[src/rtl/hbridge_pkg.sv]
package hbridge_pkg;

  typedef enum logic [1:0] {
    MODE_START = 2'd0,
    MODE_OFF   = 2'd1,
    MODE_GAP   = 2'd2,
    MODE_RUN   = 2'd3
  } bridge_mode_t;

  // strobes from control to datapath
  typedef struct packed {
    bridge_mode_t mode;
    logic         gapStart;
    logic         restart;
  } ctrl_strobe_t;

  // gate vector order: {hiLeft, loLeft, hiRight, loRight}
  localparam logic [3:0] GATES_START = 4'b0101;
  localparam logic [3:0] GATES_NONE  = 4'b0000;
  localparam logic [3:0] GATES_PAIRA = 4'b1001;
  localparam logic [3:0] GATES_PAIRB = 4'b0110;

endpackage

[src/rtl/hbridge_sync.sv]
module hbridge_sync #(
  parameter int STAGES = 2
) (
  input  logic clk,
  input  logic rstN,
  input  logic asyncIn,
  output logic syncOut
);
  logic [STAGES-1:0] chain;

  always_ff @(posedge clk or negedge rstN) begin
    if (!rstN) chain <= '0;
    else       chain <= {chain[STAGES-2:0], asyncIn};
  end

  assign syncOut = chain[STAGES-1];
endmodule

[src/rtl/hbridge_datapath.sv]
module hbridge_datapath
  import hbridge_pkg::*;
#(
  parameter int DEAD_CYCLES = 8,
  parameter int SYNC_STAGES = 2
) (
  input  logic         clk,
  input  logic         rstN,
  input  logic         driveIn,
  input  logic         divBypass,
  input  ctrl_strobe_t strobe,
  output logic         gapDone,
  output logic         phaseMismatch,
  output logic [3:0]   gates
);
  localparam int CNT_W = (DEAD_CYCLES < 1) ? 1 : $clog2(DEAD_CYCLES + 1);
  localparam logic [CNT_W-1:0] GAP_LOAD = CNT_W'(DEAD_CYCLES - 1);

  logic driveLevel, driveLast, driveFall;
  logic toggleQ, targetPhase, phaseQ;
  logic [CNT_W-1:0] gapCnt;

  hbridge_sync #(.STAGES(SYNC_STAGES)) u_sync (
    .clk(clk), .rstN(rstN), .asyncIn(driveIn), .syncOut(driveLevel)
  );

  always_ff @(posedge clk or negedge rstN) begin
    if (!rstN) driveLast <= 1'b0;
    else       driveLast <= driveLevel;
  end

  assign driveFall = driveLast & ~driveLevel;

  // divide-by-two state: 0 selects pair A, 1 selects pair B
  always_ff @(posedge clk or negedge rstN) begin
    if (!rstN)
      toggleQ <= 1'b0;
    else if (strobe.restart || strobe.mode == MODE_START || strobe.mode == MODE_OFF)
      toggleQ <= 1'b0;
    else if (driveFall)
      toggleQ <= ~toggleQ;
  end

  assign targetPhase = divBypass ? ~driveLevel : toggleQ;

  always_ff @(posedge clk or negedge rstN) begin
    if (!rstN)                phaseQ <= 1'b0;
    else if (strobe.restart)  phaseQ <= divBypass ? ~driveLevel : 1'b0;
    else if (strobe.gapStart) phaseQ <= targetPhase;
  end

  always_ff @(posedge clk or negedge rstN) begin
    if (!rstN)
      gapCnt <= '0;
    else if (strobe.gapStart || strobe.restart)
      gapCnt <= GAP_LOAD;
    else if (strobe.mode == MODE_GAP && gapCnt != '0)
      gapCnt <= gapCnt - 1'b1;
  end

  assign gapDone       = (gapCnt == '0);
  assign phaseMismatch = (targetPhase != phaseQ);

  always_comb begin
    unique case (strobe.mode)
      MODE_START: gates = GATES_START;
      MODE_OFF:   gates = GATES_NONE;
      MODE_GAP:   gates = GATES_NONE;
      MODE_RUN:   gates = phaseQ ? GATES_PAIRB : GATES_PAIRA;
      default:    gates = GATES_NONE;
    endcase
  end
endmodule

[src/rtl/hbridge_ctrl.sv]
module hbridge_ctrl
  import hbridge_pkg::*;
(
  input  logic         clk,
  input  logic         rstN,
  input  logic         supplyRelease,
  input  logic         supplyReset,
  input  logic         bridgeOff,
  input  logic         holdStart,
  input  logic         gapDone,
  input  logic         phaseMismatch,
  output ctrl_strobe_t strobe
);
  bridge_mode_t modeQ, modeD;
  logic poweredQ, gapStart, restart;

  // supply hysteresis: reset level wins over release level
  always_ff @(posedge clk or negedge rstN) begin
    if (!rstN)              poweredQ <= 1'b0;
    else if (supplyReset)   poweredQ <= 1'b0;
    else if (supplyRelease) poweredQ <= 1'b1;
  end

  always_comb begin
    modeD    = modeQ;
    gapStart = 1'b0;
    restart  = 1'b0;
    if (bridgeOff) begin
      modeD = MODE_OFF;
    end else if (!poweredQ || holdStart) begin
      modeD = MODE_START;
    end else begin
      unique case (modeQ)
        MODE_START, MODE_OFF: begin
          modeD   = MODE_GAP;
          restart = 1'b1;
        end
        MODE_GAP: if (gapDone) modeD = MODE_RUN;
        MODE_RUN: if (phaseMismatch) begin
          modeD    = MODE_GAP;
          gapStart = 1'b1;
        end
        default: modeD = MODE_START;
      endcase
    end
  end

  always_ff @(posedge clk or negedge rstN) begin
    if (!rstN) modeQ <= MODE_START;
    else       modeQ <= modeD;
  end

  assign strobe = '{mode: modeQ, gapStart: gapStart, restart: restart};
endmodule

[src/rtl/hbridge_sequencer.sv]
module hbridge_sequencer
  import hbridge_pkg::*;
#(
  parameter int DEAD_CYCLES = 8,
  parameter int SYNC_STAGES = 2
) (
  input  logic clk,
  input  logic rstN,
  input  logic supplyRelease,
  input  logic supplyReset,
  input  logic bridgeOff,
  input  logic holdStart,
  input  logic divBypass,
  input  logic driveIn,
  output logic gateHiLeft,
  output logic gateLoLeft,
  output logic gateHiRight,
  output logic gateLoRight
);
  ctrl_strobe_t strobe;
  logic gapDone, phaseMismatch;
  logic [3:0] gates;

  hbridge_ctrl u_ctrl (
    .clk(clk), .rstN(rstN),
    .supplyRelease(supplyRelease), .supplyReset(supplyReset),
    .bridgeOff(bridgeOff), .holdStart(holdStart),
    .gapDone(gapDone), .phaseMismatch(phaseMismatch),
    .strobe(strobe)
  );

  hbridge_datapath #(.DEAD_CYCLES(DEAD_CYCLES), .SYNC_STAGES(SYNC_STAGES)) u_dp (
    .clk(clk), .rstN(rstN), .driveIn(driveIn), .divBypass(divBypass),
    .strobe(strobe), .gapDone(gapDone), .phaseMismatch(phaseMismatch),
    .gates(gates)
  );

  assign {gateHiLeft, gateLoLeft, gateHiRight, gateLoRight} = gates;
endmodule

[config.mk]
export PLATFORM = sky130hd
export DESIGN_NAME = hbridge_sequencer
export DESIGN_NICKNAME = d
export VERILOG_FILES = /design/src/rtl/hbridge_pkg.sv /design/src/rtl/hbridge_sync.sv /design/src/rtl/hbridge_datapath.sv /design/src/rtl/hbridge_ctrl.sv /design/src/rtl/hbridge_sequencer.sv
export SDC_FILE = /design/constraint.sdc
export NUM_CORES = 1
export LEC_CHECK = 0
export BUFFER_PORTS_ARGS = -buffer_cell sky130_fd_sc_hd__buf_4
export CORE_MARGIN = 3
export CORE_UTILIZATION = 50
export CTS_BUF_LIST = sky130_fd_sc_hd__clkbuf_8
export CTS_CLUSTER_DIAMETER = 50
export CTS_CLUSTER_SIZE = 8
export DETAILED_ROUTE_END_ITERATION = 16
export PLACE_DENSITY_LB_ADDON = 0.12
export SYNTH_ARGS = -nofsm -noshare
export SYNTH_HDL_FRONTEND = slang
export SYNTH_SLANG_ARGS = --single-unit
[constraint.sdc]
create_clock -name clk -period 1.9 [get_ports clk]
set_input_delay 0.19 -clock clk [delete_from_list [all_inputs] [get_ports clk]]
set_output_delay 0.19 -clock clk [all_outputs]
set_load 0.005 [all_outputs]
==> results of run 1 <==
[where the power goes]
| group | switching, W | total, W | internal [W] |
|---|---|---|---|
| clock network | 0.0000872 | 0.000226 | 0.000139 |
| logic | 0.0000526 | 0.000118 | 0.0000649 |
| registers | 0.0000283 | 0.000316 | 0.000288 |
[layout make-up]
type,instances,area [µm²]
clock buffer,3,41.3
fill,104,337
multi-input combinational,51,353
sequential,12,300
inverter,6,22.5
timing repair buffer,13,100
tap,14,17.5
[worst reg2reg max path, delay by kind of cell (launching register included)]
kind                       cells  cell delay, ps
buffers and inverters          1              70
adders and majority gates      1             180
and+or+nand+nor                4            1060
DFF                            1             390
[cells in the final DEF (no fill, tap or decap), drive strengths merged, types with 2 or more instances in the layout]
| master | synthesis | layout |
|---|---|---|
| a21oi | 3 | 3 |
| o21a | 2 | 2 |
| nor3 | 4 | 4 |
| and3 | 4 | 4 |
| nor2b | 3 | 3 |
| nand3 | 3 | 3 |
| nand2 | 6 | 6 |
| buf | 0 | 12 |
| inv | 6 | 6 |
| ha | 5 | 5 |
| o21ai | 3 | 3 |
| and2 | 2 | 2 |
| nand2b | 2 | 2 |
| dfrtp | 12 | 12 |
| xnor2 | 3 | 3 |
| nor2 | 2 | 2 |
| clkbuf | 0 | 3 |
[per-stage QoR]
step,setup slack (ps),power (W),instances
6_report,134,0.000660,99
5_1_grt,77.1,0.000699,99
4_1_cts,6.11,0.000665,98
3_5_place_dp,22.9,0.000433,94
3_3_place_gp,81.1,0.000428,94
2_1_floorplan,111,0.000389,69
[flip-flops by register name (all words and copies together) (netlist names)]
signal	count
u_dp.phaseQ	1
u_dp.driveLast	1
u_dp.u_sync.chain	2
u_ctrl.modeQ	2
u_dp.gapCnt	4
u_ctrl.poweredQ	1
u_dp.toggleQ	1
[layer usage]
metal / vias to the layer above / part of all wire, %
met3: 6 / 7.2
li1: 274 / -
met2: 22 / 43
met1: 250 / 47
met5: - / 0
met4: 0 / 2.4
[worst max-delay path by stage]
stage / end / slack [ps]
final: u_ctrl.modeQ[0] / 130
after global routing: u_ctrl.modeQ[0] / 80
after CTS: u_ctrl.modeQ[0] / 6
after detailed placement: u_ctrl.modeQ[0] / 20
after global placement: u_ctrl.modeQ[0] / 80
after floorplan: u_ctrl.modeQ[0] / 110
[timing repair]
action                                 CTS  global route
gates resized for setup                  0             3
endpoints found under the hold margin   12             0
setup buffers                            0             1
setup endpoints to repair                0             1
hold buffers                             1             0
[cell families after synthesis]
| family | after synthesis | synth area share, % |
|---|---|---|
| and+or+nand+nor | 31 | 26.7 |
| AOI/OAI and AO/OA | 12 | 11.3 |
| DFF | 12 | 45.2 |
| buffers and inverters | 6 | 3.39 |
| adders and majority gates | 5 | 9.42 |
| xor gates and xnor gates | 3 | 3.96 |
==> summary.log, run 1 <==
INFO  global_routing grt_antenna_before_repair=0
INFO  cts            cts_root_buffer=sky130_fd_sc_hd__clkbuf_8
INFO  cts            clock-sinks=12
INFO  global_routing grtUsageMet1=20.2%
INFO  synth          avgSynthCellArea=9.63µm²
INFO  drt            routed-via-count=552
INFO  setup_path     worst_r2r_start=u_dp.gapCnt[1]
INFO  setup_path     critPathBufInv=1
INFO  synth          mappedNetlistNets=82
INFO  placement      detailed_place_hpwl=921µm
INFO  timing         finClkSkew=0.448ps
INFO  setup_path     critical_path.cell_chain=inv_1, ha_2, or3b_4, and2_4, or4_4, nand3_2
INFO  synth          synth.ff_latch_count=12
INFO  synth          ys_seq_area_share=45.2%
INFO  global_routing first_global_vias=539
INFO  timing         finalWorstPathRequiredPeriod=1770ps
INFO  setup_path     setup.worst_path.start_class=flop
INFO  synth          yosysWarnings=0
INFO  drt            wire_per_inst=13.1µm
INFO  layout         final_design_area_excluding_fillers=835µm²
INFO  floorplanning  floorplan.initialDensity=56.7%
INFO  placement      place_congestion=0.797
INFO  synth          syn_area=664µm²
INFO  global_routing grt_first_pass_wirelength=2180µm
INFO  drt            drtAntennaViolNets=0
INFO  timing         final_cycle_share=92.9%
INFO  global_routing gr-usage-met3=4.29%
INFO  synth          post_synth_main_area_contributors=sky130_fd_sc_hd__dfrtp_1 (45%), sky130_fd_sc_hd__ha_1 (9.4%), sky130_fd_sc_hd__xnor2_1 (4.0%)
INFO  floorplanning  dieArea=1800µm²
INFO  drt            route.detailed.drc=0
INFO  hold_path      hold_depth=1
INFO  setup_path     crit_path_end_kind=flop
INFO  setup_path     timing_worst_setup_path_type=flop to flop
INFO  synth          synth_area_leader_cell=sky130_fd_sc_hd__dfrtp_1
INFO  setup_path     critical-path-max-stage-delay=420ps
INFO  cts            cts_made_buffers=3
INFO  timing         timing.setup.tns=0ps
INFO  timing         hold-worst-slack=57.4ps
INFO  cts            clock_latency_late_sink=240ps
INFO  drt            vias_per_cell=5.58
INFO  power_and_ir_drop power_density=791nW/µm²
INFO  setup_path     depth_of_the_worst_register_to_register_path=6
INFO  cts            worst_path_clk_slew=50ps
INFO  timing         final-max-slew-violation-count=0
INFO  setup_path     timing.critical_path.required=2070ps
INFO  hold_path      worstHoldEndpoint=u_dp.u_sync.chain[0]
INFO  setup_path     worst-endpoint-arrival=1940ps
INFO  synth          async_reset_ff_share=100%
INFO  global_routing met2_usage=23.7%
INFO  timing         worst_slew_margin_rel=63.4%
INFO  power_and_ir_drop leakage=0.399nW
INFO  synth          yosysTopAreaCellShare=45.2%
INFO  timing         worst_max_slew_pin_slew=547ps
INFO  floorplanning  floorplan.core_area=1170µm²
INFO  drt            wirelength=1300µm
INFO  floorplanning  die_x=42.5µm
INFO  drt            drtPass1Iterations=4
INFO  timing         timing.final.hold_violations=0
INFO  run            max_cap_viol_count=0
INFO  layout         num_antenna_cells=0
INFO  power_and_ir_drop vdd_drop_max=0.475mV
INFO  floorplanning  fp-row-count=12
INFO  hold_path      min-delay-path-class=input pin to flop
INFO  layout         share_of_layout_cells_above_drive_strength_1=23.5%
INFO  floorplanning  chipHeight=42.5µm
INFO  synth          synth_cells=69
INFO  layout         area_growth_syn_to_layout=25.6%
INFO  timing         rsz0062_at_grt=no
INFO  cts            htree_levels=1
INFO  setup_path     critical_path.top_delay_family=simple AND/OR/NAND/NOR gates
INFO  cts            tritoncts=done
INFO  synth          netlist-cell-type-count=25
INFO  hold_path      holdCritStartpoint=driveIn
INFO  setup_path     crit_start=u_dp.gapCnt[1]
INFO  global_routing top_usage_layer=met2
INFO  setup_path     timing.reg2reg.setup_slack=130ps
INFO  synth          synth_top_cells_by_count=sky130_fd_sc_hd__dfrtp_1 (12), sky130_fd_sc_hd__inv_1 (6), sky130_fd_sc_hd__nand2_1 (6)
INFO  global_routing grt_usage=15.9%
INFO  setup_path     cp_num_cells=6
INFO  timing         achievable-frequency=566MHz
INFO  setup_path     r2r_end=u_ctrl.modeQ[0]
INFO  layout         final_core_utilization=71.3%
INFO  global_routing grt_overflow_total=0
INFO  floorplanning  ios=12
INFO  global_routing pin_count_of_the_biggest_net_entering_global_routing=13
INFO  setup_path     largest_fanout_on_the_critical_path=4
INFO  drt            drtIter0Drc=17
INFO  cts            clock_tree.buffer_depth=2
INFO  placement      buffer_ports.inserted=11
INFO  layout         fin_nets=100
INFO  placement      dpl_cell_area=764µm²
INFO  setup_path     critPathSlowestCell=sky130_fd_sc_hd__or4_4
INFO  run_status     run_status=completed
INFO  synth          count_of_flip_flops_with_a_built_in_enable_after_synthesis=0
INFO  timing         report.final.setup_viol=0
INFO  synth          yosysMostFrequentCell=sky130_fd_sc_hd__dfrtp_1
INFO  synth          postSynth.topFlopCell=sky130_fd_sc_hd__dfrtp_1
Power figures use the tool's default switching activity.
==> inputs of run 2 (changes only) <==
ABC_AREA = 1   (was default)
CELL_PAD_IN_SITES_DETAIL_PLACEMENT = 0   (was default)
CELL_PAD_IN_SITES_GLOBAL_PLACEMENT = 1   (was default)
CORE_UTILIZATION = 38   (was 50)
==> summary.log, run 2 <==
INFO  placement      dpl_cell_area=851µm² [+11%]
INFO  layout         fillerInstances=177 [+70%]
INFO  cts            tritoncts=done
INFO  power_and_ir_drop combinationalPowerShare=18.3% [+0.5 points]
INFO  timing         report.final.setup_viol=0 [unchanged]
INFO  synth          syn_area=737µm² [+11%]
INFO  power_and_ir_drop p_switching=0.000205W [+22%]
INFO  global_routing grt_overflow_total=0 [unchanged]
INFO  global_routing grt_antenna_before_repair=0 [unchanged]
INFO  run_status     run_status=completed
INFO  hold_path      min-delay-path-class=input pin to flop
INFO  layout         area.sequential=300µm² [unchanged]
INFO  setup_path     crit_path_end_kind=output pin
INFO  timing         timing.final.hold_violations=0 [unchanged]
INFO  cts            cts_made_buffers=3 [unchanged]
INFO  floorplanning  ios=12 [unchanged]
INFO  timing         achievable-frequency=590MHz [+4.3%]
INFO  drt            route.detailed.drc=0 [unchanged]
INFO  setup_path     timing.critical_path.required=1710ps [-360 ps]
INFO  drt            drtPass1Iterations=3 [-1]
INFO  setup_path     worst-endpoint-arrival=1500ps [-440 ps]
INFO  synth          yosysWarnings=0 [unchanged]
INFO  layout         area_taken_by_multi_input_logic_gates=380µm² [+7.8%]
INFO  timing         hold-worst-slack=53.2ps [-4.17 ps]
INFO  timing         final-max-slew-violation-count=0 [unchanged]
INFO  layout         layout_common_cells=sky130_fd_sc_hd__nand2_1 (22), sky130_fd_sc_hd__inv_1 (13), sky130_fd_sc_hd__dfrtp_1 (12)
INFO  floorplanning  chipHeight=50.0µm [+18%]
INFO  setup_path     critical-path-max-stage-delay=380ps [-40 ps]
INFO  placement      place_congestion=0.751 [-5.7%]
INFO  setup_path     critical_path.top_delay_family=flip-flops
INFO  layout         num_antenna_cells=0 [unchanged]
INFO  setup_path     setup.worst_path.start_class=flop
INFO  drt            routed-via-count=595 [+7.8%]
INFO  run            max_cap_viol_count=0 [unchanged]
INFO  synth          synth_cells=92 [+33%]
INFO  synth          avgSynthCellArea=8.01µm² [-17%]
INFO  layout         area_growth_syn_to_layout=24.3%
INFO  global_routing pin_count_of_the_biggest_net_entering_global_routing=13 [unchanged]
INFO  power_and_ir_drop clock_power_share=38.9% [+4.6 points]
INFO  timing         finClkSkew=5.52ps [+5.07 ps]
INFO  power_and_ir_drop vdd_drop_max=0.559mV [+18%]
INFO  floorplanning  floorplan.core_area=1780µm² [+52%]
INFO  synth          post_synth_main_area_contributors=sky130_fd_sc_hd__dfrtp_1 (41%), sky130_fd_sc_hd__nand2_1 (11%), sky130_fd_sc_hd__ha_1 (8.5%)
INFO  drt            wire_per_inst=10.5µm [-20%]
INFO  timing         worst_max_slew_pin_slew=223ps [-324 ps]
INFO  synth          netlist-cell-type-count=19 [-24%]
INFO  synth          mappedNetlistNets=105 [+28%]
INFO  power_and_ir_drop p_sw_share=28.0% [+2.5 points]
INFO  timing         final_cycle_share=89.1% [-3.8 points]
INFO  timing         finalWorstPathRequiredPeriod=1690ps [-72.2 ps]
INFO  power_and_ir_drop power.internal=0.000529W [+7.5%]
INFO  layout         biggestRegsByFlops=u_dp.gapCnt (4), u_ctrl.modeQ (2), u_dp.u_sync.chain (2)
INFO  cts            cts_root_buffer=sky130_fd_sc_hd__clkbuf_8
INFO  global_routing grt_first_pass_wirelength=2530µm [+16%]
INFO  layout         fin_nets=122 [+22%]
INFO  setup_path     timing_worst_setup_path_type=flop to output pin
INFO  global_routing grt_usage=13.6% [-2.2 points]
INFO  synth          synth_area_leader_cell=sky130_fd_sc_hd__dfrtp_1
INFO  cts            clock-sinks=12 [unchanged]
INFO  synth          async_reset_ff_share=100% [unchanged]
INFO  global_routing first_global_vias=593 [+10%]
INFO  synth          count_of_flip_flops_with_a_built_in_enable_after_synthesis=0 [unchanged]
INFO  timing         worst_slew_margin_rel=85.1% [+22 points]
INFO  placement      buffer_ports.inserted=11 [unchanged]
INFO  cts            clock_tree.buffer_depth=2 [unchanged]
INFO  synth          synth_top_cells_by_count=sky130_fd_sc_hd__nand2_1 (22), sky130_fd_sc_hd__inv_1 (13), sky130_fd_sc_hd__dfrtp_1 (12)
INFO  timing         rsz0062_at_grt=no
INFO  floorplanning  fp-row-count=15 [+3]
INFO  cts            clock_latency_late_sink=250ps [about the same]
INFO  synth          postSynth.topFlopCell=sky130_fd_sc_hd__dfrtp_1
INFO  synth          ys_seq_area_share=40.7% [-4.5 points]
INFO  layout         share_of_layout_cells_above_drive_strength_1=24.1% [+0.54 points]
INFO  cts            worst_path_clk_slew=60ps [about the same]
INFO  power_and_ir_drop pwr-share-seq=42.7% [-5.2 points]
INFO  cts            htree_levels=1 [unchanged]
INFO  setup_path     critPathSlowestCell=sky130_fd_sc_hd__dfrtp_1
INFO  layout         final_common_cell=sky130_fd_sc_hd__nand2_1
INFO  drt            wirelength=1400µm [+7.9%]
INFO  floorplanning  dieArea=2500µm² [+39%]
INFO  layout         final_design_area_excluding_fillers=916µm² [+9.7%]
INFO  layout         largest_reg_flops=4 [unchanged]
INFO  layout         max_flop_register=u_dp.gapCnt
INFO  setup_path     largest_fanout_on_the_critical_path=3 [-1]
INFO  cts            cts.repair_timing.setup_buffer_count=0 [unchanged]
INFO  drt            drtIter0Drc=6 [-11]
INFO  setup_path     critical_path.cell_chain=inv_1, ha_1, or2_2, o21ai_0, buf_4
INFO  drt            vias_per_cell=4.47 [-20%]
INFO  synth          synth.ff_latch_count=12 [unchanged]
INFO  floorplanning  die_x=50.0µm [+18%]
INFO  timing         timing.setup.tns=0ps [unchanged]
INFO  setup_path     timing.reg2reg.setup_slack=520ps [+390 ps]
INFO  synth          yosysMostFrequentCell=sky130_fd_sc_hd__nand2_1
INFO  synth          yosysTopAreaCellShare=40.7% [-4.5 points]
INFO  drt            drtAntennaViolNets=0 [unchanged]
INFO  placement      detailed_place_hpwl=1100µm [+20%]
INFO  cts            cts.repair.resized=0 [unchanged]
INFO  power_and_ir_drop leakage=0.472nW [+19%]
INFO  setup_path     critPathBufInv=2 [+1]
INFO  floorplanning  floorplan.initialDensity=41.3% [-15 points]
INFO  power_and_ir_drop power_density=802nW/µm² [+1.4%]
## run 2: cell type report
type | instances | area share (%)
Sequential cell | 12 | 32.8
Clock buffer | 4 | 6.01
Timing Repair Buffer | 12 | 10.1
Tap cell | 25 | 3.42
Inverter | 15 | 6.15
Multi-Input combinational cell | 65 | 41.5
## run 2: kinds of logic (layout without fill, tap and decap cells)
family	after synthesis	count (layout)	synth area share, %
simple gates	54	54	38.5
fa+ha+maj	5	5	8.49
compound gates	5	5	3.40
xor+xnor	1	1	1.19
flops	12	12	40.7
buf+inv	15	31	7.64
## run 2: power by group through the flow
| stage | logic [W] | registers (W) | clock network, W |
|---|---|---|---|
| 2_1_floorplan | 0.0000936 | 0.000312 | 0 |
| 3_3_place_gp | 0.000133 | 0.000317 | 0 |
| 3_5_place_dp | 0.000134 | 0.000319 | 0 |
| 4_1_cts | 0.000137 | 0.000314 | 0.000293 |
| 5_1_grt | 0.000161 | 0.000320 | 0.000307 |
| 6_report | 0.000135 | 0.000314 | 0.000286 |
## run 2: routing by layer
metal	track usage, %	wire length, µm
met4	6.91	21
met1	18.3	705
met3	3.63	48
met5	0	0
met2	19.8	625
## run 2: metrics by stage
stage                     std cells  power, W  util, %  setup WS (ps)
after floorplan                  92  0.000406        -            625
after global placement          128  0.000450     47.7            467
after detailed placement        128  0.000453     47.7            465
after CTS                       133  0.000744     51.4            191
after global routing            133  0.000788     51.4            118
final                           133  0.000734     51.4            206
## run 2: path summary, 6_finish.rpt
| kind | startpoint | end | depth (start not counted) |
|---|---|---|---|
| setup / recovery | u_ctrl.modeQ[0] | gateLoRight | 5 |
| hold / removal | driveIn | u_dp.u_sync.chain[0] | 1 |
| setup reg to reg | u_dp.gapCnt[0] | u_dp.gapCnt[0] | 8 |
| hold reg to reg | u_dp.u_sync.chain[0] | u_dp.u_sync.chain[1] | 0 |
| max in group asynchronous | rstN | u_dp.phaseQ | 2 |
| min in group asynchronous | rstN | u_ctrl.modeQ[1] | 2 |
## run 2: timing repair
action | 4_1_cts | 5_1_grt
hold buffers | 1 | 0
setup endpoints to repair | 0 | 0
hold endpoints to repair | 12 | 0
